<file path="config.mk">
export PLATFORM = sky130hd
export DESIGN_NAME = xmem_bus_ctrl
export DESIGN_NICKNAME = d
export VERILOG_FILES = /design/src/rtl/xmem_pkg.sv /design/src/rtl/xmem_cfg_regs.sv /design/src/rtl/xmem_wait_sel.sv /design/src/rtl/xmem_bus_fsm.sv /design/src/rtl/xmem_bus_ctrl.sv
export SDC_FILE = /design/constraint.sdc
export NUM_CORES = 1
export LEC_CHECK = 0
export ABC_AREA = 1
export CAP_MARGIN = 25
export CORE_UTILIZATION = 25
export CTS_CLUSTER_SIZE = 30
export DETAILED_ROUTE_END_ITERATION = 7
export HOLD_SLACK_MARGIN = 0.1
export SYNTH_ARGS = -nofsm -noshare
export SYNTH_HDL_FRONTEND = slang
export SYNTH_HIERARCHICAL = 1
export SYNTH_SLANG_ARGS = --single-unit
</file>
<file path="constraint.sdc">
create_clock -name clk -period 1.65 [get_ports clk]
set_clock_uncertainty 0.15 [all_clocks]
set_input_delay 0.2475 -clock clk [delete_from_list [all_inputs] [get_ports clk]]
set_output_delay 0.2475 -clock clk [all_outputs]
set_load 0.02 [all_outputs]
</file>
<file path="src/rtl/xmem_pkg.sv">
// Shared types for the external memory bus controller.
// Assumes an 8-bit register file and a 2-bit wait code per sector.
package xmem_pkg;

    typedef enum logic [2:0] {
        ST_FREE,
        ST_ADDR,
        ST_STRB,
        ST_HOLD,
        ST_GAP
    } bus_state_t;

    typedef struct packed {
        logic       enable;
        logic       legacy;
        logic       legacy_wait;
        logic [2:0] limit;
        logic [1:0] lo_wait;
        logic [1:0] hi_wait;
    } xmem_cfg_t;

    localparam int REG_W = 8;

endpackage

</file>
<file path="src/rtl/xmem_cfg_regs.sv">
// Control register pair for the bus controller.
// CTRL (sel 0): bit7 enable, bit6 legacy wait bit, bit0 legacy mode.
// SECT (sel 1): bits6:4 sector limit, bits3:2 lower wait, bits1:0 upper wait.
// Assumes writes happen while no access is in flight; reserved bits are not stored.
module xmem_cfg_regs
    import xmem_pkg::*;
(
    input  logic             clk,
    input  logic             rst_n,
    input  logic             we,
    input  logic             sel,
    input  logic [REG_W-1:0] wdata,
    output logic [REG_W-1:0] rdata,
    output xmem_cfg_t        cfg
);

    // Store only the implemented fields of the addressed register.
    always_ff @(posedge clk) begin
        if (!rst_n) begin
            cfg <= '0;
        end else if (we) begin
            if (!sel) begin
                cfg.enable      <= wdata[7];
                cfg.legacy_wait <= wdata[6];
                cfg.legacy      <= wdata[0];
            end else begin
                cfg.limit   <= wdata[6:4];
                cfg.lo_wait <= wdata[3:2];
                cfg.hi_wait <= wdata[1:0];
            end
        end
    end

    // Readback mux with reserved positions tied to zero.
    always_comb begin
        if (sel) rdata = {1'b0, cfg.limit, cfg.lo_wait, cfg.hi_wait};
        else     rdata = {cfg.enable, cfg.legacy_wait, 5'b0, cfg.legacy};
    end

endmodule

</file>
<file path="src/rtl/xmem_wait_sel.sv">
// Chooses the wait behaviour for one address.
// Sector mode: limit L>0 puts offsets below L << SECTOR_SHIFT in the lower
// sector; L=0 means a single sector using the upper field. Legacy mode uses
// one bit for all addresses. Assumes EXT_BASE is the bottom of the range.
module xmem_wait_sel
    import xmem_pkg::*;
#(
    parameter int ADDR_W       = 16,
    parameter int SECTOR_SHIFT = 13,
    parameter int EXT_BASE     = 0
) (
    input  logic [ADDR_W-1:0] addr,
    input  xmem_cfg_t         cfg,
    output logic [1:0]        extra,
    output logic              gap
);

    localparam int BW = ADDR_W + 4;

    logic [BW-1:0] offset;
    logic [BW-1:0] bound;
    logic          in_lower;
    logic [1:0]    code;

    // Sector decode relative to the bottom of the external range.
    always_comb begin
        offset   = BW'(addr - ADDR_W'(EXT_BASE));
        bound    = BW'(cfg.limit) << SECTOR_SHIFT;
        in_lower = (cfg.limit != 3'd0) && (offset < bound);
        code     = in_lower ? cfg.lo_wait : cfg.hi_wait;
    end

    // Map the selected code (or the legacy bit) to strobe stretch and idle gap.
    always_comb begin
        if (cfg.legacy) begin
            extra = {1'b0, cfg.legacy_wait};
            gap   = 1'b0;
        end else begin
            unique case (code)
                2'b00:   extra = 2'd0;
                2'b01:   extra = 2'd1;
                default: extra = 2'd2;
            endcase
            gap = (code == 2'b11);
        end
    end

endmodule

</file>
<file path="src/rtl/xmem_bus_fsm.sv">
// Bus sequencer: address cycle, stretched strobe, write hold, optional gap.
// Accepts a request only when free and enabled; the wait count is captured
// at acceptance. Read data passes through from the bus in the ready cycle.
module xmem_bus_fsm
    import xmem_pkg::*;
#(
    parameter int ADDR_W = 16,
    parameter int DATA_W = 8
) (
    input  logic              clk,
    input  logic              rst_n,
    input  logic              enable,
    input  logic              req_valid,
    input  logic              req_we,
    input  logic [ADDR_W-1:0] req_addr,
    input  logic [DATA_W-1:0] req_wdata,
    input  logic [1:0]        extra,
    input  logic              gap,
    input  logic [DATA_W-1:0] ad_in,
    output logic              req_ready,
    output logic [DATA_W-1:0] req_rdata,
    output logic [DATA_W-1:0] ad_out,
    output logic              ad_oe,
    output logic [ADDR_W-DATA_W-1:0] a_hi,
    output logic              ale,
    output logic              wr_n,
    output logic              rd_n
);

    bus_state_t        state;
    logic [ADDR_W-1:0] lat_addr;
    logic [DATA_W-1:0] lat_wdata;
    logic              lat_we;
    logic              lat_gap;
    logic [1:0]        cnt;

    // State sequencing and request capture.
    always_ff @(posedge clk) begin
        if (!rst_n) begin
            state     <= ST_FREE;
            lat_addr  <= '0;
            lat_wdata <= '0;
            lat_we    <= 1'b0;
            lat_gap   <= 1'b0;
            cnt       <= '0;
        end else begin
            unique case (state)
                ST_FREE: if (enable && req_valid) begin
                    lat_addr  <= req_addr;
                    lat_wdata <= req_wdata;
                    lat_we    <= req_we;
                    lat_gap   <= gap;
                    cnt       <= extra;
                    state     <= ST_ADDR;
                end
                ST_ADDR: state <= ST_STRB;
                ST_STRB: begin
                    if (cnt == 2'd0)
                        state <= lat_we ? ST_HOLD : (lat_gap ? ST_GAP : ST_FREE);
                    else
                        cnt <= cnt - 2'd1;
                end
                ST_HOLD: state <= lat_gap ? ST_GAP : ST_FREE;
                default: state <= ST_FREE;
            endcase
        end
    end

    // Pin and handshake decode from the current phase.
    always_comb begin
        ale       = 1'b0;
        wr_n      = 1'b1;
        rd_n      = 1'b1;
        ad_oe     = 1'b0;
        ad_out    = '0;
        a_hi      = '0;
        req_ready = 1'b0;
        req_rdata = '0;
        unique case (state)
            ST_ADDR: begin
                ale    = 1'b1;
                ad_oe  = 1'b1;
                ad_out = lat_addr[DATA_W-1:0];
                a_hi   = lat_addr[ADDR_W-1:DATA_W];
            end
            ST_STRB: begin
                a_hi = lat_addr[ADDR_W-1:DATA_W];
                if (lat_we) begin
                    wr_n   = 1'b0;
                    ad_oe  = 1'b1;
                    ad_out = lat_wdata;
                end else begin
                    rd_n = 1'b0;
                    if (cnt == 2'd0) begin
                        req_ready = 1'b1;
                        req_rdata = ad_in;
                    end
                end
            end
            ST_HOLD: begin
                a_hi      = lat_addr[ADDR_W-1:DATA_W];
                ad_oe     = 1'b1;
                ad_out    = lat_wdata;
                req_ready = 1'b1;
            end
            default: ;
        endcase
    end

    AST_ALE_SINGLE: assert property (@(posedge clk) disable iff (!rst_n) ale |=> !ale);
    AST_STROBE_AFTER_ALE: assert property (@(posedge clk) disable iff (!rst_n) ($fell(wr_n) || $fell(rd_n)) |-> $past(ale));
    AST_WRITE_HOLD: assert property (@(posedge clk) disable iff (!rst_n) $rose(wr_n) |-> (ad_oe && req_ready));
    AST_READ_RELEASE: assert property (@(posedge clk) disable iff (!rst_n) !rd_n |-> !ad_oe);
    AST_READY_PULSE: assert property (@(posedge clk) disable iff (!rst_n) req_ready |=> !req_ready);
    AST_NO_START_OFF: assert property (@(posedge clk) disable iff (!rst_n) (state == ST_FREE && !enable) |=> !ale);

endmodule

</file>
<file path="src/rtl/xmem_bus_ctrl.sv">
// Top of the external memory bus controller: register pair, wait selector
// and bus sequencer. Pin ownership is reported as override/enable flags only.
module xmem_bus_ctrl
    import xmem_pkg::*;
#(
    parameter int ADDR_W       = 16,
    parameter int DATA_W       = 8,
    parameter int SECTOR_SHIFT = 13,
    parameter int EXT_BASE     = 0
) (
    input  logic              clk,
    input  logic              rst_n,
    input  logic              cfg_we,
    input  logic              cfg_sel,
    input  logic [REG_W-1:0]  cfg_wdata,
    output logic [REG_W-1:0]  cfg_rdata,
    input  logic              req_valid,
    input  logic              req_we,
    input  logic [ADDR_W-1:0] req_addr,
    input  logic [DATA_W-1:0] req_wdata,
    output logic              req_ready,
    output logic [DATA_W-1:0] req_rdata,
    output logic [DATA_W-1:0] ad_out,
    input  logic [DATA_W-1:0] ad_in,
    output logic              ad_oe,
    output logic [ADDR_W-DATA_W-1:0] a_hi,
    output logic              ale,
    output logic              wr_n,
    output logic              rd_n,
    output logic              pin_override,
    output logic              hi_oe
);

    xmem_cfg_t  cfg;
    logic [1:0] extra;
    logic       gap;

    xmem_cfg_regs u_regs (
        .clk   (clk),
        .rst_n (rst_n),
        .we    (cfg_we),
        .sel   (cfg_sel),
        .wdata (cfg_wdata),
        .rdata (cfg_rdata),
        .cfg   (cfg)
    );

    xmem_wait_sel #(
        .ADDR_W       (ADDR_W),
        .SECTOR_SHIFT (SECTOR_SHIFT),
        .EXT_BASE     (EXT_BASE)
    ) u_wsel (
        .addr  (req_addr),
        .cfg   (cfg),
        .extra (extra),
        .gap   (gap)
    );

    xmem_bus_fsm #(
        .ADDR_W (ADDR_W),
        .DATA_W (DATA_W)
    ) u_fsm (
        .clk       (clk),
        .rst_n     (rst_n),
        .enable    (cfg.enable),
        .req_valid (req_valid),
        .req_we    (req_we),
        .req_addr  (req_addr),
        .req_wdata (req_wdata),
        .extra     (extra),
        .gap       (gap),
        .ad_in     (ad_in),
        .req_ready (req_ready),
        .req_rdata (req_rdata),
        .ad_out    (ad_out),
        .ad_oe     (ad_oe),
        .a_hi      (a_hi),
        .ale       (ale),
        .wr_n      (wr_n),
        .rd_n      (rd_n)
    );

    // Pin ownership follows the enable bit.
    assign pin_override = cfg.enable;
    assign hi_oe        = cfg.enable;

endmodule

</file>
== Word-level counts from Yosys, hierarchy flattened ==
Index checks and enable logic that the tools add are counted.

* Add/subtract/negate cells: 1
* Multiply operators: 0
* Div/mod/pow operators: 0
* $lt $le $gt $ge: 1
* Eq/ne operators: 8
* Shift-type cells: 0
* Mux-type cells: 28
* Bitwise logic cells: 1
* Reduce and logical (&&, ||, !) cells: 14

{| class="wikitable"
|+ Operators with widths
! operator !! count
|-
| 8-bit two-way mux || 6
|-
| 8-bit one-hot mux with 3 select lines || 1
|-
| 16-bit less-than comparator || 1
|-
| 3-bit two-way mux || 4
|-
| 3-bit one-hot mux with 4 select lines || 1
|-
| 1-bit two-way mux || 8
|-
| 2-bit two-way mux || 4
|-
| 2-bit one-hot mux with 2 select lines || 2
|-
| 2-bit AND reduction || 4
|-
| 3-bit by 2-bit equality test with 1-bit output, second input constant || 2
|-
| 2-bit zero test || 2
|-
| 2-bit by 1-bit != test with 1-bit output, second input constant || 2
|-
| 1-bit one-hot mux with 2 select lines || 2
|-
| 3-bit by 1-bit equality test with 1-bit output, second input constant || 1
|-
| 3-bit zero test || 1
|-
| 3-bit AND reduction || 1
|-
| 3-bit nonzero test || 1
|-
| 3-bit OR reduction || 1
|-
| 2-bit by 1-bit equality test with 1-bit output, second input constant || 1
|-
| 2-bit equality test, second input constant || 1
|-
| 1-bit logical AND || 2
|-
| 2-bit != test, second input constant || 1
|-
| 2-bit nonzero test || 1
|-
| 2-bit OR reduction || 1
|-
| other kinds (2) || 2
|}

* Bits in registers: 41
* Latch bits: 0
* Memory bits (writable): 0
* Memory bits (read-only): 0
* Memories: 0

== Logic depth before layout (Yosys ltp) ==
Gate-level depths: netlist of run 1.

* Depth after elaboration: 8
* Gate-level depth with buffers: 14
* Gate-level depth less buffers: 14

== By module ==
The synthesis of run 1 kept the hierarchy.

{| class="wikitable"
|+ By module, submodules not included
! module !! instances !! cells each !! area each (um2) !! seq. area each (um2)
|-
| xmem_bus_fsm || 1 || 199 || 1512.7 || 620.6
|-
| xmem_cfg_regs || 1 || 72 || 479.2 || 200.2
|-
| xmem_wait_sel || 1 || 28 || 153.9 || 0.0
|-
| xmem_bus_ctrl || 1 || 1 || 7.5 || 0.0
|}

== Least setup slack after synthesis of run 1 ==
Ideal clock, no wire load.

* Path kind: flip-flop to flip-flop
* From: register u_regs/cfg[6] (netlist name)
* To: register u_fsm.cnt[0]
* Arrival: 1.476 ns
* Slack: -0.090 ns
* Cell stages (with the launch flop): 13
* Buffers on the path: 0
* Path through: dfxtp_1 inv_1 ha_1 a21oi_2 nand3_2 nand2_1 nand2_1 nand3_1 nand2_1 nand2_1 nand2_1 o21bai_1 nor2_1

* Word-level cells in the longest chain between the ends: 8

{| class="wikitable"
|+ RTL lines
! element !! RTL line !! source
|-
| 16-bit less-than comparator or 3-bit nonzero test (tied branches) || xmem_wait_sel.sv:29 || <nowiki>in_lower = (cfg.limit != 3'd0) && (offset < bound);</nowiki>
|-
| 1-bit logical AND (*) || xmem_wait_sel.sv:29 ||
|-
| 2-bit two-way mux (*) || xmem_wait_sel.sv:30 || <nowiki>code = in_lower ? cfg.lo_wait : cfg.hi_wait;</nowiki>
|-
| 2-bit by 1-bit equality test with 1-bit output or 2-bit zero test (tied branches) || xmem_wait_sel.sv:39 || <nowiki>unique case (code)</nowiki>
|-
| 2-bit one-hot mux with 2 select lines (*) || xmem_wait_sel.sv:39 ||
|-
| 2-bit two-way mux (*) || xmem_wait_sel.sv:35 || <nowiki>if (cfg.legacy) begin</nowiki>
|-
| net extra[0] || xmem_bus_ctrl.sv:35 || <nowiki>logic [1:0] extra;</nowiki>
|-
| 2-bit two-way mux (*) || xmem_bus_fsm.sv:48 || <nowiki>ST_FREE: if (enable && req_valid) begin</nowiki>
|-
| 2-bit one-hot mux with 2 select lines (*) || xmem_bus_fsm.sv:47 || <nowiki>unique case (state)</nowiki>
|-
| end signal, assigned || xmem_bus_fsm.sv:53 || <nowiki>cnt <= extra;</nowiki>
|-
| end signal, assigned || xmem_bus_fsm.sv:61 || <nowiki>cnt <= cnt - 2'd1;</nowiki>
|-
| end, declared || xmem_bus_fsm.sv:35 || <nowiki>logic [1:0] cnt;</nowiki>
|}

The timed path passes the listed nets; every way through them passes the cells marked *. The select of a mux whose other input is x is not followed.
A chain may end at the register's enable or synchronous reset.

== Worst setup path after layout of run 1 ==
* From: register u_fsm.state[2]
* To: output req_rdata[3]

* Word-level cells in the longest chain between the ends: 2

{| class="wikitable"
|+ RTL lines
! element !! RTL line !! source
|-
| start, declared || xmem_bus_fsm.sv:30 || <nowiki>bus_state_t state;</nowiki>
|-
| start signal, assigned || xmem_bus_fsm.sv:59 || <nowiki>state <= lat_we ? ST_HOLD : (lat_gap ? ST_GAP : ST_FREE);</nowiki>
|-
| start signal, assigned || xmem_bus_fsm.sv:63 || <nowiki>ST_HOLD: state <= lat_gap ? ST_GAP : ST_FREE;</nowiki>
|-
| 3-bit by 2-bit equality test with 1-bit output || xmem_bus_fsm.sv:79 || <nowiki>unique case (state)</nowiki>
|-
| 8-bit two-way mux || xmem_bus_fsm.sv:79 ||
|-
| end, declared || xmem_bus_ctrl.sv:22 || <nowiki>output logic [DATA_W-1:0] req_rdata,</nowiki>
|}

No other way between the ends.

==> out/qor.txt, run 1 <==
Outcome -> finished with violations
Failing checks -> negative setup slack
Row cnt -> 33
Setup TNS -> -1.849 ns
Total chip power -> 2.336 mW
Port bufs -> 84
Largest net degree at the start of global routing -> 27
Synth Area in Simple Gates -> 0.2196
Mux share of post-synthesis cell area -> 0
Boundary Pins -> 85
Gp weighted congestion -> 0.7742
Xor/xnor cell area share of the yosys netlist -> 0
Wirelength per Cell -> 11.01 um
Crit path time final -> 1.753 ns
Worst-margin pin slew -> 0.3591 ns
YS warnings -> 6
Hold endpoint -> u_fsm/lat_addr[14]$_SDFFE_PN0P_
Largest family of logic cells by synthesized area -> simple AND/OR/NAND/NOR gates
Die ar. -> 0.008988 mm2
Final net count -> 468
CTS Hold Buffers Added -> 0
Setup crit end kind -> primary output
Crit-path max FO -> 5
Number of clock sinks -> 41
Vias in the first global route -> 2117
Leakage -> 1.566 nW
DR vias -> 2255
CP Launch Type -> flip-flop
Highest Clock Rate -> 570.6 MHz
Worst setup path category -> flip-flop to primary output
Final worst setup slack -> -0.1026 ns
Gr usage total -> 0.1295
P per Cell Area -> 655.1 mW/mm2
Area fraction of the dominant cell type after synthesis -> 0.3812
Dpl ws -> -0.4869 ns
First-pass GRT wire length -> 9.308 mm
Most common cell in the synthesized netlist -> inv_1
Core Area -> 0.008258 mm2
Final Hold Fails -> 0
Peak VDD IR -> 0.0003033 V
Starting density of the core -> 0.2608
Relative slew slack -> 0.7597
Detailed Routing Iterations Pass 1 -> 4
Synth area leader -> dfxtp_1
FF-to-FF End -> u_fsm/cnt[0]$_SDFFE_PN0P_
Min-delay src -> req_addr[14]
Synthesis-to-layout area growth -> 65.60%
Hpwl dp -> 4.257 mm
HP Class -> primary input to flip-flop
Setup-failing EPs final -> 28
Clk Latency, worst-skew pair -> 0.28 ns
WHS Path Cells -> 3
Avg Inst Size Synth -> 7.178 um2
Post-synthesis adder-cell area fraction -> 0.01743
Asr flop ratio synth -> 0
Final ANT Viol Nets -> 0
Routed wire length -> 5.781 mm
Post-synthesis compound-gate area fraction -> 0.2162
Max Slew Vio Count -> 0
Number of synthesized flops with an enable pin -> 0
Initial DRC count -> 59
Clk slew on worst S/H paths -> 0.08 ns
Seq/Total Area, Yosys -> 0.3812
Post-Syn Area -> 0.002153 mm2
Most frequent cells after synthesis -> inv_1, dfxtp_1, nand2_1
Initial antenna violation count -> 0
Grt ovf -> 0
Synthesized net count -> 349
Cells after Synth -> 300
Maxcap violations -> 0
Worst r2r path cells -> 13
Distinct cells, synth -> 27
Worst R2R Start -> u_regs/cfg[6]$_SDFFE_PN0P_
Final worst path period share -> 1.062
Vias per cell -> 4.295
R2R Setup Slk -> 0.02 ns
Chip height -> 94.81 um
Largest cells by area after synthesis -> dfxtp_1, inv_1, a21oi_1
N_diodes -> 0
CTS Root Cell -> clkbuf_8
CTS tree -> built
Layout cells sized above 1 -> 0.3405
Synthesized flop and latch total -> 41
Worst EP required -> 1.25 ns
Worst EP arrival -> 1.36 ns
H-tree levels -> 2
Cts bufs inserted -> 5
Longest Clk Path Bufs -> 2
DRC -> 0
Unrepaired setup endpoints after global routing -> yes
Ys flop type -> dfxtp_1
Die X -> 94.81 um
## sequential cells by signal, summed over array words and instances (netlist names)
register	count
u_fsm/cnt	2
u_fsm/lat_addr	16
u_fsm/lat_gap	1
u_fsm/lat_wdata	8
u_fsm/lat_we	1
u_fsm/state	3
u_regs/cfg	10
## layer usage
metal	GRT usage	routed length, um	vias to the layer above
met5	0	0	-
met4	0.03030	37	0
met1	0.1561	2662	989
li1	-	-	1195
met2	0.2314	2732	67
met3	0.02979	348	4
## through the flow
| stage | hold slack, ns | area, um2 | utilization | instances |
|---|---|---|---|---|
| after detailed placement | 0.2888 | 3316 | 0.4015 | 509 |
| after global routing | 0.3045 | 3566 | 0.4318 | 525 |
| after CTS | 0.2884 | 3460 | 0.4189 | 522 |
| after global placement | 0.2846 | 3316 | 0.4015 | 509 |
| after floorplan | 0.2604 | 2173 | - | 300 |
| final | 0.2902 | 3566 | 0.4318 | 525 |
## worst max-delay path: stages, from the launching register on
cell	delay, ns
dfxtp_4	0.37
inv_4	0.08
nand2_4	0.05
nor2_4	0.16
nand3_4	0.14
nor2_1	0.11
buf_4	0.15
## power breakdown
part | total [mW] | switching (mW) | internal (mW)
combinational | 0.555 | 0.271 | 0.284
sequential | 1.07 | 0.0272 | 1.04
clock | 0.713 | 0.334 | 0.378
total | 2.34 | 0.633 | 1.70
## how the worst max path moves through the flow
stage | start | end | cells past startpoint | slack [ns]
after CTS | u_fsm/state[1]$_SDFFE_PN0P_ | a_hi[7] | 6 | -0.1
after global routing | u_fsm/state[2]$_SDFFE_PN0P_ | req_rdata[3] | 6 | -0.20
final | u_fsm/state[2]$_SDFFE_PN0P_ | req_rdata[3] | 6 | -0.10
after detailed placement | req_addr[15] | u_fsm/cnt[0]$_SDFFE_PN0P_ | 12 | -0.49
after floorplan | u_fsm/state[0]$_SDFFE_PN0P_ | a_hi[0] | 4 | -0.008
after global placement | req_addr[15] | u_fsm/cnt[0]$_SDFFE_PN0P_ | 12 | -0.42
## cell families after synthesis
| group | Yosys count |
|---|---|
| and+or+nand+nor | 99 |
| buffers and inverters | 74 |
| adders and majority gates | 3 |
| DFF | 41 |
| AOI/OAI and AO/OA | 83 |
## area by class of cell
| type | count | area [um2] |
|---|---|---|
| Timing Repair Buffer | 124 | 1129 |
| Multi-Input combinational cell | 186 | 1135 |
| Clock inverter | 1 | 5.005 |
| Clock buffer | 7 | 96.34 |
| Fill cell | 854 | 4692 |
| Inverter | 61 | 234.0 |
| Sequential cell | 41 | 835.8 |
| Tap cell | 105 | 131.4 |
## layout by cell type, fill, tap and decap left out, types with 4 or more instances in the layout
| cell type | count |
|---|---|
| inv_1 | 51 |
| clkdlybuf4s50_1 | 42 |
| buf_4 | 40 |
| dfxtp_1 | 35 |
| nand2_1 | 34 |
| nor2_1 | 34 |
| a21oi_1 | 34 |
| o21ai_1 | 21 |
| buf_6 | 15 |
| buf_2 | 13 |
| o21ai_0 | 9 |
| inv_2 | 8 |
| o22ai_2 | 8 |
| nand3_1 | 8 |
| clkbuf_8 | 7 |
| o21ai_2 | 6 |
| nor2_4 | 5 |
| nand2_2 | 5 |
| nand3_2 | 4 |
| dlygate4sd2_1 | 4 |
| buf_12 | 4 |
## repair_timing
| action | CTS | global route |
|---|---|---|
| gates cloned | 0 | 2 |
| pin swaps | 11 | 6 |
| setup buffers | 5 | 1 |
| endpoints found under the setup margin | 42 | 39 |
| gates resized for setup | 193 | 33 |
(Power assumes the default switching activity.)
==> run 2: changes to the inputs <==
- CELL_PAD_IN_SITES_DETAIL_PLACEMENT: default -> 1
- CELL_PAD_IN_SITES_GLOBAL_PLACEMENT: default -> 1
- PLACE_DENSITY_LB_ADDON: default -> 0.1
==> out/qor.txt, run 2 (synthesized netlist as in run 1, its figures left out) <==
Outcome -> finished with violations (unchanged)
Failing checks -> negative setup slack (unchanged)
Longest Clk Path Bufs -> 2 (unchanged)
Max Slew Vio Count -> 0 (unchanged)
Vias in the first global route -> 2287 (was 2117)
Highest Clock Rate -> 572.5 MHz (was 570.6 MHz)
Final Hold Fails -> 0 (unchanged)
Sw Ratio -> 0.2751 (was 0.2710)
Cts bufs inserted -> 5 (unchanged)
Worst Setup EP -> a_hi[6] (was req_rdata[3])
Number of flip-flops in the largest register -> 16 (unchanged)
Worst EP arrival -> 1.35 ns (was 1.36 ns)
Boundary Pins -> 85 (unchanged)
Worst r2r path cells -> 13 (unchanged)
Gp weighted congestion -> 0.7460 (was 0.7742)
CTS Root Cell -> clkbuf_8 (unchanged)
Final net count -> 473 (was 468)
Commonest non-fill, non-tap cells in the layout -> inv_1, buf_4, clkdlybuf4s50_1 (was inv_1, clkdlybuf4s50_1, buf_4)
Sw Pwr -> 0.6734 mW (was 0.6330 mW)
Layout cells sized above 1 -> 0.3491 (was 0.3405)
Synthesis-to-layout area growth -> 70.37% (was 65.60%)
Clk slew on worst S/H paths -> 0.08 ns (about the same)
HP Class -> primary input to flip-flop (unchanged)
Crit-path max FO -> 4 (was 5)
Setup crit end kind -> primary output (unchanged)
Die X -> 94.81 um (unchanged)
Flop pwr share -> 0.436 (was 0.457)
First-pass GRT wire length -> 10.49 mm (was 9.308 mm)
Grt ovf -> 0 (unchanged)
Chip height -> 94.81 um (unchanged)
Final worst path period share -> 1.059 (was 1.062)
Core Area -> 0.008258 mm2 (unchanged)
Gr usage total -> 0.1481 (was 0.1295)
Dpl ws -> -0.5128 ns (was -0.4869 ns)
Total chip power -> 2.448 mW (was 2.336 mW)
Final ANT Viol Nets -> 0 (unchanged)
Setup-failing EPs final -> 28 (unchanged)
Starting density of the core -> 0.2608 (unchanged)
Cell internal pwr -> 1.775 mW (was 1.703 mW)
Leakage -> 1.604 nW (was 1.566 nW)
Worst EP required -> 1.25 ns (about the same)
R2R Setup Slk -> -0.03 ns (was 0.02 ns)
CP max-delay cell -> dfxtp_4 (unchanged)
Row cnt -> 33 (unchanged)
FF-to-FF End -> u_fsm/cnt[0]$_SDFFE_PN0P_ (unchanged)
Initial DRC count -> 59 (unchanged)
Clk Latency, worst-skew pair -> 0.29 ns (was 0.28 ns)
CTS Hold Buffers Added -> 0 (unchanged)
Final worst setup slack -> -0.09658 ns (was -0.1026 ns)
Fill cell count -> 1031 (was 854)
Unrepaired setup endpoints after global routing -> yes (unchanged)
Maxcap violations -> 0 (unchanged)
Peak VDD IR -> 0.0002891 V (was 0.0003033 V)
Port bufs -> 84 (unchanged)
Detailed Routing Iterations Pass 1 -> 4 (unchanged)
Beginning of the critical path -> u_fsm/state[1]$_SDFFE_PN0P_ (was u_fsm/state[2]$_SDFFE_PN0P_)
CP Launch Type -> flip-flop (unchanged)
H-tree levels -> 2 (unchanged)
Top Registers -> u_fsm/lat_addr (16), u_regs/cfg (10), u_fsm/lat_wdata (8) (unchanged)
Largest net degree at the start of global routing -> 53 (was 27)
Hold Slack -> 0.2573 ns (was 0.2902 ns)
Largest stage delay, worst path -> 0.36 ns (was 0.37 ns)
DRC -> 0 (unchanged)
Worst-margin pin slew -> 0.2825 ns (was 0.3591 ns)
P per Cell Area -> 667.3 mW/mm2 (was 655.1 mW/mm2)
Clock power frac -> 0.325 (was 0.305)
Wirelength per Cell -> 12.23 um (was 11.01 um)
Crit path time final -> 1.747 ns (was 1.753 ns)
N_diodes -> 0 (unchanged)
Worst setup path category -> flip-flop to primary output (unchanged)
Hpwl dp -> 4.793 mm (was 4.257 mm)
Number of clock sinks -> 41 (unchanged)
Worst R2R Start -> u_regs/cfg[6]$_SDFFE_PN0P_ (unchanged)
Final Core Density -> 0.4442 (was 0.4318)
Relative slew slack -> 0.8104 (was 0.7597)
CTS tree -> built (unchanged)
Biggest register -> u_fsm/lat_addr (unchanged)
CP cell instances -> inv_4, nor2_4, buf_6, nor2_4, buf_6, nor2_1, buf_4 (was inv_4, nand2_4, nor2_4, nand3_4, nor2_1, buf_4)
DR vias -> 2295 (was 2255)
Initial antenna violation count -> 0 (unchanged)
Comb pwr share -> 0.239 (was 0.238)
Routed wire length -> 6.468 mm (was 5.781 mm)
Die ar. -> 0.008988 mm2 (unchanged)
Commonest non-fill, non-tap cell in the layout -> inv_1 (unchanged)
Vias per cell -> 4.338 (was 4.295)
run 2: cell types whose count changed in the layout (fill, tap and decap cells not counted), sizes merged:
cell           change
buf               +10
bufinv             +1
clkbuf             -3
clkdlybuf4s15      -3
nand3              -1
run 2: power by group through the flow:
stage          Combinational [mW]  Sequential, mW  Clock, mW
2_1_floorplan               0.273            1.09          0
3_5_place_dp                0.538            1.09          0
4_1_cts                     0.567            1.07      0.824
5_1_grt                     0.648            1.08      0.858
3_3_place_gp                0.526            1.09          0
6_report                    0.586            1.07      0.795
run 2: critical path, delay by kind of cell, from the launching register on:
family | cells | cell delay, ns
DFF | 1 | 0.36
and+or+nand+nor | 3 | 0.21
buffers and inverters | 4 | 0.49
run 2: metrics by stage:
stage / setup TNS, ns / std cells / cell area (um2)
5_1_grt: -4.476 / 529 / 3669
2_1_floorplan: -0.06411 / 300 / 2173
3_3_place_gp: -11.43 / 514 / 3341
6_report: -1.918 / 529 / 3669
3_5_place_dp: -12.07 / 514 / 3341
4_1_cts: -2.780 / 526 / 3575
run 2: timing repair:
action	4_1_cts	5_1_grt
gates resized for setup	233	20
pin swaps	12	9
cloned	0	0
setup endpoints to repair	42	33
setup buffers	5	3
endpoints found under the hold margin	0	0
run 2: how the worst min path moves through the flow:
stage                                               start                              end  slack, ns  depth (start not counted)
after floorplan                              req_addr[15]  u_fsm/lat_addr[15]$_SDFFE_PN0P_       0.26                          2
after global placement     u_fsm/lat_addr[8]$_SDFFE_PN0P_   u_fsm/lat_addr[8]$_SDFFE_PN0P_       0.29                          2
after detailed placement       u_fsm/lat_gap$_SDFFE_PN0P_       u_fsm/lat_gap$_SDFFE_PN0P_       0.29                          2
after CTS                 u_fsm/lat_addr[15]$_SDFFE_PN0P_  u_fsm/lat_addr[15]$_SDFFE_PN0P_       0.31                          2
after global routing                              cfg_sel       u_regs/cfg[0]$_SDFFE_PN0P_       0.28                          4
final                                             cfg_sel       u_regs/cfg[0]$_SDFFE_PN0P_       0.26                          4
run 2: layout make-up:
cell class                      count  area (um2)  share of cell area
Clock buffer                        5       68.82             0.01876
Clock inverter                      2       35.03            0.009550
Inverter                           61       236.5             0.06446
Multi-Input combinational cell    185        1169              0.3186
Sequential cell                    41       834.6              0.2275
Tap cell                          105       131.4             0.03581
Timing Repair Buffer              130        1194              0.3254
run 2: metal layers:
metal | part of all wire | track usage | up-vias
met5 | 0 | 0 | -
met4 | 0.0085 | 0.03662 | 0
met3 | 0.049 | 0.03060 | 4
met2 | 0.50 | 0.2704 | 54
met1 | 0.45 | 0.1749 | 1034
li1 | - | - | 1203
==> run 3: changes to the inputs <==
- CTS_CLUSTER_DIAMETER: default -> 100
==> results of run 3 <==
Same layout as run 2: the final DEF is identical, and so are final timing and power.
